==> src/rtl/rfifo_pkg.sv <==
package rfifo_pkg;

    localparam int DEF_DATA_W = 8;
    localparam int DEF_ADDR_W = 4;

    // Per-cycle action on the occupancy counter
    typedef enum logic [1:0] {
        OCC_HOLD = 2'd0,
        OCC_INC  = 2'd1,
        OCC_DEC  = 2'd2
    } occ_op_t;

    typedef struct packed {
        logic empty;
        logic full;
        logic half;
    } fifo_flags_t;

    // Choose the counter action from the accepted write and read
    function automatic occ_op_t pick_op(input logic wr_ok, input logic rd_ok);
        occ_op_t op;
        if (wr_ok && !rd_ok)      op = OCC_INC;
        else if (rd_ok && !wr_ok) op = OCC_DEC;
        else                      op = OCC_HOLD;
        return op;
    endfunction

endpackage

==> src/rtl/rfifo_req_sync.sv <==
module rfifo_req_sync #(
    parameter int STAGES = 2
) (
    input  logic clk,
    input  logic rst,
    input  logic req_async,
    output logic strobe
);
    // sh[STAGES-1] is the synchronized level, sh[STAGES] its previous value
    logic [STAGES:0] sh;

    always_ff @(posedge clk) begin
        if (rst) sh <= '0;
        else     sh <= {sh[STAGES-1:0], req_async};
    end

    assign strobe = sh[STAGES-1] & ~sh[STAGES];
endmodule

==> src/rtl/rfifo_occ.sv <==
module rfifo_occ
    import rfifo_pkg::*;
#(
    parameter int ADDR_W = DEF_ADDR_W,
    localparam int OCC_W = ADDR_W + 1,
    localparam int DEPTH = 1 << ADDR_W,
    localparam int HALF  = DEPTH / 2
) (
    input  logic             clk,
    input  logic             rst,
    input  occ_op_t          op,
    output logic [OCC_W-1:0] occ,
    output fifo_flags_t      flags
);
    always_ff @(posedge clk) begin
        if (rst) begin
            occ <= '0;
        end else begin
            unique case (op)
                OCC_INC: occ <= occ + 1'b1;
                OCC_DEC: occ <= occ - 1'b1;
                default: occ <= occ;
            endcase
        end
    end

    always_comb begin
        flags.empty = (occ == '0);
        flags.full  = (occ == OCC_W'(DEPTH));
        flags.half  = (occ >= OCC_W'(HALF));
    end
endmodule

==> src/rtl/rfifo_store.sv <==
module rfifo_store #(
    parameter int DATA_W = 8,
    parameter int ADDR_W = 4,
    localparam int DEPTH = 1 << ADDR_W
) (
    input  logic              clk,
    input  logic              rst,
    input  logic              wr_ok,
    input  logic [DATA_W-1:0] wr_data,
    input  logic              rd_ok,
    output logic [DATA_W-1:0] rd_data
);
    logic [DATA_W-1:0] mem [DEPTH];
    logic [ADDR_W-1:0] wptr;
    logic [ADDR_W-1:0] rptr;

    // Pointers wrap naturally at the storage depth
    always_ff @(posedge clk) begin
        if (rst) begin
            wptr <= '0;
            rptr <= '0;
        end else begin
            if (wr_ok) wptr <= wptr + 1'b1;
            if (rd_ok) rptr <= rptr + 1'b1;
        end
    end

    always_ff @(posedge clk) begin
        if (wr_ok) mem[wptr] <= wr_data;
    end

    assign rd_data = mem[rptr];
endmodule

==> src/rtl/rclk_fifo.sv <==
module rclk_fifo
    import rfifo_pkg::*;
#(
    parameter int DATA_W    = DEF_DATA_W,
    parameter int ADDR_W    = DEF_ADDR_W,
    parameter int SYNC_STG  = 2,
    localparam int OCC_W    = ADDR_W + 1
) (
    input  logic              clk,
    input  logic              rst,
    input  logic              wr_req_async,
    input  logic [DATA_W-1:0] wr_data,
    input  logic              rd_en,
    output logic [DATA_W-1:0] rd_data,
    output logic              empty,
    output logic              full,
    output logic              half_full
);
    logic             wr_stb;
    logic             wr_ok;
    logic             rd_ok;
    occ_op_t          op;
    logic [OCC_W-1:0] occ;
    fifo_flags_t      flags;

    rfifo_req_sync #(.STAGES(SYNC_STG)) u_sync (
        .clk       (clk),
        .rst       (rst),
        .req_async (wr_req_async),
        .strobe    (wr_stb)
    );

    // Blocked accesses are dropped here, before they reach pointers or counter
    assign wr_ok = wr_stb && !flags.full;
    assign rd_ok = rd_en  && !flags.empty;
    assign op    = pick_op(wr_ok, rd_ok);

    rfifo_occ #(.ADDR_W(ADDR_W)) u_occ (
        .clk   (clk),
        .rst   (rst),
        .op    (op),
        .occ   (occ),
        .flags (flags)
    );

    rfifo_store #(.DATA_W(DATA_W), .ADDR_W(ADDR_W)) u_store (
        .clk     (clk),
        .rst     (rst),
        .wr_ok   (wr_ok),
        .wr_data (wr_data),
        .rd_ok   (rd_ok),
        .rd_data (rd_data)
    );

    assign empty     = flags.empty;
    assign full      = flags.full;
    assign half_full = flags.half;
endmodule

==> config.mk <==
export PLATFORM = sky130hd
export DESIGN_NAME = rclk_fifo
export DESIGN_NICKNAME = d
export VERILOG_FILES = /design/src/rtl/rfifo_pkg.sv /design/src/rtl/rfifo_req_sync.sv /design/src/rtl/rfifo_occ.sv /design/src/rtl/rfifo_store.sv /design/src/rtl/rclk_fifo.sv
export SDC_FILE = /design/constraint.sdc
export NUM_CORES = 1
export LEC_CHECK = 0
export ABC_AREA = 0
export BUFFER_PORTS_ARGS = -buffer_cell sky130_fd_sc_hd__buf_2
export CAP_MARGIN = 30
export CORE_UTILIZATION = 61
export CTS_CLUSTER_DIAMETER = 100
export DETAILED_ROUTE_END_ITERATION = 6
export GPL_ROUTABILITY_DRIVEN = 0
export PLACE_DENSITY = 0.79
export SLEW_MARGIN = 20
export SYNTH_ARGS = -nofsm -noshare
export SYNTH_HDL_FRONTEND = slang
export SYNTH_SLANG_ARGS = --single-unit
==> constraint.sdc <==
create_clock -name clk -period 3.7 [get_ports clk]
set_clock_uncertainty 0.15 [all_clocks]
set_input_delay 0.74 -clock clk [delete_from_list [all_inputs] [get_ports clk]]
set_output_delay 0.74 -clock clk [all_outputs]
set_load 0.005 [all_outputs]
After elaboration in Yosys (flattened, before gate mapping)
Memory sizes are Yosys's and may differ from the RTL's. A register that Yosys moved wholly into a read port is not among the register bits.
Index checks and enable logic that the tools add are counted.
{"block": "classes", "add_sub_neg": 4, "mul": 0, "n_div": 0, "magnitude_cmp": 1, "n_eq_ne": 3, "n_shift": 0, "muxes": 7, "bitwise": 2, "n_reduce_logical": 10}
{"operator": "case mux 5 bit (2 select lines)", "n": 1}
{"operator": "adder 4 x 1 -> 4 bit (second input constant)", "n": 2}
{"operator": "two-way mux 4 bit", "n": 2}
{"operator": "adder 5 x 1 -> 5 bit (second input constant)", "n": 1}
{"operator": "== test 5 bit (second input constant)", "n": 1}
{"operator": "greater-or-equal comparator 5 x 4 -> 1 bit (second input constant)", "n": 1}
{"operator": "zero test 5 bit", "n": 1}
{"operator": "subtractor 5 x 1 -> 5 bit (second input constant)", "n": 1}
{"operator": "logical AND 1 bit", "n": 4}
{"operator": "zero test 1 bit", "n": 4}
{"operator": "two-way mux 2 bit", "n": 2}
{"operator": "== test 2 x 1 -> 1 bit (second input constant)", "n": 1}
{"operator": "== test 2 bit (second input constant)", "n": 1}
{"operator": "two-way mux 1 bit", "n": 2}
{"operator": "nonzero test 2 bit", "n": 1}
{"operator": "bitwise AND 1 bit", "n": 1}
{"operator": "NOT 1 bit", "n": 1}
{"block": "totals", "reg_bits": 16, "latchBits": 0, "mem_bits_rw": 128, "mem_bits_ro": 0, "out_inout_bits": 11, "elab_cells": 32, "n_memories": 1}
{"memory": "u_store.mem", "depth": 16, "word_bits": 8, "rd": 1, "rd_clocked_by_memory_dff": 1, "write_ports": 1, "line": "rfifo_store.sv:13", "rtl": "logic [DATA_W-1:0] mem [DEPTH];"}

Longest topological paths before layout
{"block": "logic_depth", "depth_word": 9, "depth_mapped": 12}

Modules after synthesis
From an unflattened synthesis, not the netlist that was laid out.
{"block": "unflattened", "cells_unflattened": 322, "area_unflattened_um2": 5984.5}
{"module": "rfifo_store", "n_inst": 1, "cells_per_inst": 261, "area_each_um2": 5451.5}
{"module": "rfifo_occ", "n_inst": 1, "cells_per_inst": 50, "area_each_um2": 405.4}
{"module": "rfifo_req_sync", "n_inst": 1, "cells_per_inst": 7, "area_each_um2": 87.6}
{"module": "rclk_fifo", "n_inst": 1, "cells_per_inst": 4, "area_each_um2": 40.0}

Worst setup path before layout
Ideal clock, no wire load.
{"block": "synth_timing", "kind": "reg2reg", "start": "register u_occ.occ[1]", "end": "register u_occ.occ[4]", "arrival_ns": 2.629, "required_ns": 3.429, "setup_slack_ns": 0.801, "path_stages_with_launch": 13, "n_path_buf": 2, "path_cell_list": "dfxtp_1 buf_2 or4_1 o21ai_2 inv_1 ha_1 clkbuf_1 xor2_1 ha_1 and3b_1 o21ai_0 a31oi_1 mux2_2"}
{"block": "synth_via", "elab_chain_len": 9, "word_cells_on_any_way": 18, "classes_between": "add/sub: 2; eq/ne: 3; mux: 3; reduce/logical: 10"}
{"item": "from (decl)", "line": "rfifo_occ.sv:12", "rtl": "output logic [OCC_W-1:0] occ,"}
{"item": "from (signal assigned)", "line": "rfifo_occ.sv:20", "rtl": "OCC_INC: occ <= occ + 1'b1;"}
{"item": "from (signal assigned)", "line": "rfifo_occ.sv:21", "rtl": "OCC_DEC: occ <= occ - 1'b1;"}
{"item": "== test 5 bit", "line": "rfifo_occ.sv:29", "rtl": "flags.full = (occ == OCC_W'(DEPTH));"}
{"item": "zero test 1 bit", "line": "rclk_fifo.sv:34", "rtl": "assign wr_ok = wr_stb && !flags.full;"}
{"item": "logical AND 1 bit", "line": "rclk_fifo.sv:34"}
{"item": "zero test 1 bit", "line": "rfifo_pkg.sv:23", "rtl": "else if (rd_ok && !wr_ok) op = OCC_DEC;"}
{"item": "logical AND 1 bit", "line": "rfifo_pkg.sv:23"}
{"item": "two-way mux 2 bit", "line": "rfifo_pkg.sv:23"}
{"item": "two-way mux 2 bit", "line": "rfifo_pkg.sv:22", "rtl": "if (wr_ok && !rd_ok) op = OCC_INC;"}
{"item": "== test 2 bit / == test 2 x 1 -> 1 bit (equally long branches)", "line": "rfifo_occ.sv:19", "rtl": "unique case (op)"}
{"item": "case mux 5 bit (2 select lines) / nonzero test 2 bit (equally long branches)"}
Parallel ways exist; a longest one is shown, timed or not.
A chain may end at the register's enable or synchronous reset.

==> results.json <==
{
  "rsz0062_at_grt": "no",
  "area_growth_syn_to_layout_pct": 14.2,
  "cts_sinks": 148,
  "chipHeight_um": 101,
  "async_flop_share": 0,
  "cp-start-kind": "flip-flop",
  "powerDensity_nw_per_um2": 633,
  "yosys.area_share.simple": 0.0497,
  "synth_warnings": 0,
  "post_cts_resized": 0,
  "worst_path_dominant_cell_family": "multiplexers",
  "crit_fanout": 18,
  "synth_area_um2": 5970,
  "vias": 3001,
  "critPathKind": "reg2out",
  "final.min_clock_period_ns": 3.39,
  "grt_pass1_wl_mm": 17.0,
  "wl_met3_um": 700,
  "nets": 358,
  "synth_xor_area_frac": 0.0103,
  "postCtsHoldBufs": 0,
  "final_max_slew_viol_count": 0,
  "place_inst": 446,
  "synth_edf_count": 128,
  "cts_root_buf": "clkbuf_8",
  "final_cell_area_um2": 6820,
  "synthAdderAreaFrac": 0.0168,
  "avgViaCountPerCell": 6.25,
  "dp.final_hpwl_mm": 6.63,
  "antenna_cells": 0,
  "max_freq_ghz": 0.295,
  "synth_cell_type_count": 43,
  "synth_nets": 325,
  "first_global_vias": 2879,
  "timing.slew.headroom": 0.339,
  "slowest_delay_ns": 0.66,
  "first_pass_iters": 5,
  "synth_area_leader_cell": "edfxtp_1",
  "crit_required_ns": 2.81,
  "row_count": 35,
  "clk_latency_ns": 0.52,
  "syn_inst": 305,
  "synthTopCellsByCount": "128 x edfxtp_1, 26 x mux4_2, 20 x dfxtp_1",
  "die_x_um": 101,
  "critPathArrivalTime_ns": 2.50,
  "cp.depth": 4,
  "synth_flop_cell": "edfxtp_1",
  "start_util": 0.637,
  "min_path_cells": 2,
  "wl_met1_mm": 4.87,
  "num_io_pins": 23,
  "max-cap-violations": 0,
  "crit_buf_inv": 2,
  "status": "finished, final reports clean",
  "cts_max_path_buffers": 2,
  "crit_chain": "buf_4 > mux4_1 > mux4_2 > buf_2",
  "synth-compound-area-share": 0.0187,
  "antenna_found_initial": 0,
  "ys_ff_latch": 148,
  "tritoncts": "yes",
  "r2r_cells": 10,
  "fin_cells": 480,
  "netlist_top_cells_area": "edfxtp_1 64%, mux4_2 9.8%, dfxtp_1 6.7%, mux4_1 6.2%, ha_1 1.7%",
  "routedWlPerCell_um": 23.9,
  "die_area_um2": 10200,
  "grt_usage": 0.248,
  "setup_tns_ns": 0,
  "dr_wl_met2_mm": 5.63,
  "yosysSeqAreaShare": 0.711,
  "synth_top_family_by_area": "multiplexers",
  "muxShareOfSynthArea": 0.169,
  "io_buffer_count": 22,
  "slowest_stage": "mux4_1",
  "tightest_slew_ns": 0.988,
  "cts_made_buffers": 17,
  "post-synth-top-count-cell": "edfxtp_1",
  "first_iter_violations": 228,
  "hp-class": "in2reg",
  "post_cts.repair.setup_buffers": 0,
  "vdd_drop_max_mv": 0.432,
  "end_kind": "output port",
  "htreeDepth": 4,
  "clk_pin_slew_ns": 0.06,
  "yosys.area.top_type_share": 0.644,
  "wirelength_mm": 11.5,
  "grt_max_degree": 33,
  "drc": 0,
  "core-area_um2": 9370,
  "grt_remaining_overflow": 0,
  "finalSetupViolations": 0,
  "drive_gt1_frac": 0.279,
  "period_share": 0.915,
  "post_dp_cell_area_um2": 6200,
  "ant_nets": 0,
  "p_leak_nw": 2.27,
  "finalHoldViolations": 0,
  "top_layer": "met4",
  "syn_avg_cell_area_um2": 19.6
}
==> flip-flops by register name, indices dropped and copies added, names as in the netlist, named ones only <==
signal / count
u_store.rptr: 4
u_store.mem: 128
u_sync.sh: 3
u_store.wptr: 4
u_occ.occ: 5
==> report_power, final <==
part	total (mW)	switching (mW)	internal, mW
clock network	1.76	0.661	1.09
logic	0.670	0.315	0.355
registers	1.89	0.0415	1.85
==> cells by family (layout without fill, tap and decap cells) <==
| logic type | count (synthesis) | count (layout) |
|---|---|---|
| xor gates and xnor gates | 7 | 7 |
| AOI/OAI and AO/OA | 18 | 18 |
| and+or+nand+nor | 54 | 54 |
| buffers and inverters | 25 | 71 |
| muxes | 45 | 45 |
| adders and majority gates | 8 | 8 |
| DFF | 148 | 148 |
==> cell type report <==
| class | instances | area (um^2) |
|---|---|---|
| inverters | 8 | 30.0 |
| repair buffers | 31 | 178 |
| fillers | 560 | 2550 |
| multi-input cells | 132 | 1600 |
| flip-flops and latches | 148 | 4250 |
| clock inverters | 13 | 181 |
| well taps | 129 | 161 |
| clock buffers | 19 | 422 |
==> placed cells by master, fill, tap and decap left out, drive strengths merged, types with 2 or more instances in the layout <==
cell type	count
a21oi	6
and2	9
buf	31
bufinv	4
clkbuf	19
clkinv	3
clkinvlp	4
dfxtp	20
edfxtp	128
ha	8
inv	10
mux2	3
mux2i	2
mux4	40
nand2	2
nand3	2
nor2	16
nor2b	8
nor3b	2
nor4	5
o211ai	2
o21ai	6
or3	2
xor2	6
==> stage by stage <==
stage	hold slack, ns	utilization	power (mW)	setup slack (ns)
6_report	0.280	0.728	4.31	0.314
2_1_floorplan	0.264	-	2.47	0.801
3_5_place_dp	0.295	0.662	2.59	0.728
5_1_grt	0.301	0.728	4.45	0.264
3_3_place_gp	0.293	0.662	2.58	0.793
4_1_cts	0.261	0.726	4.32	0.288
==> final timing paths <==
path                startpoint            to  slack [ns]
hold reg to reg   u_sync.sh[1]  u_sync.sh[2]        0.31
setup / recovery     flip-flop    rd_data[2]        0.31
hold / removal    wr_req_async  u_sync.sh[0]        0.28
setup reg to reg  u_occ.occ[1]  u_occ.occ[4]        0.68
==> metal layers <==
| layer | GRT usage | vias to the layer above |
|---|---|---|
| met4 | 0.0925 | 0 |
| li1 | - | 1299 |
| met3 | 0.0617 | 20 |
| met2 | 0.386 | 135 |
| met5 | 0 | - |
| met1 | 0.346 | 1547 |
No activity file was read; power rests on OpenSTA's default activity.
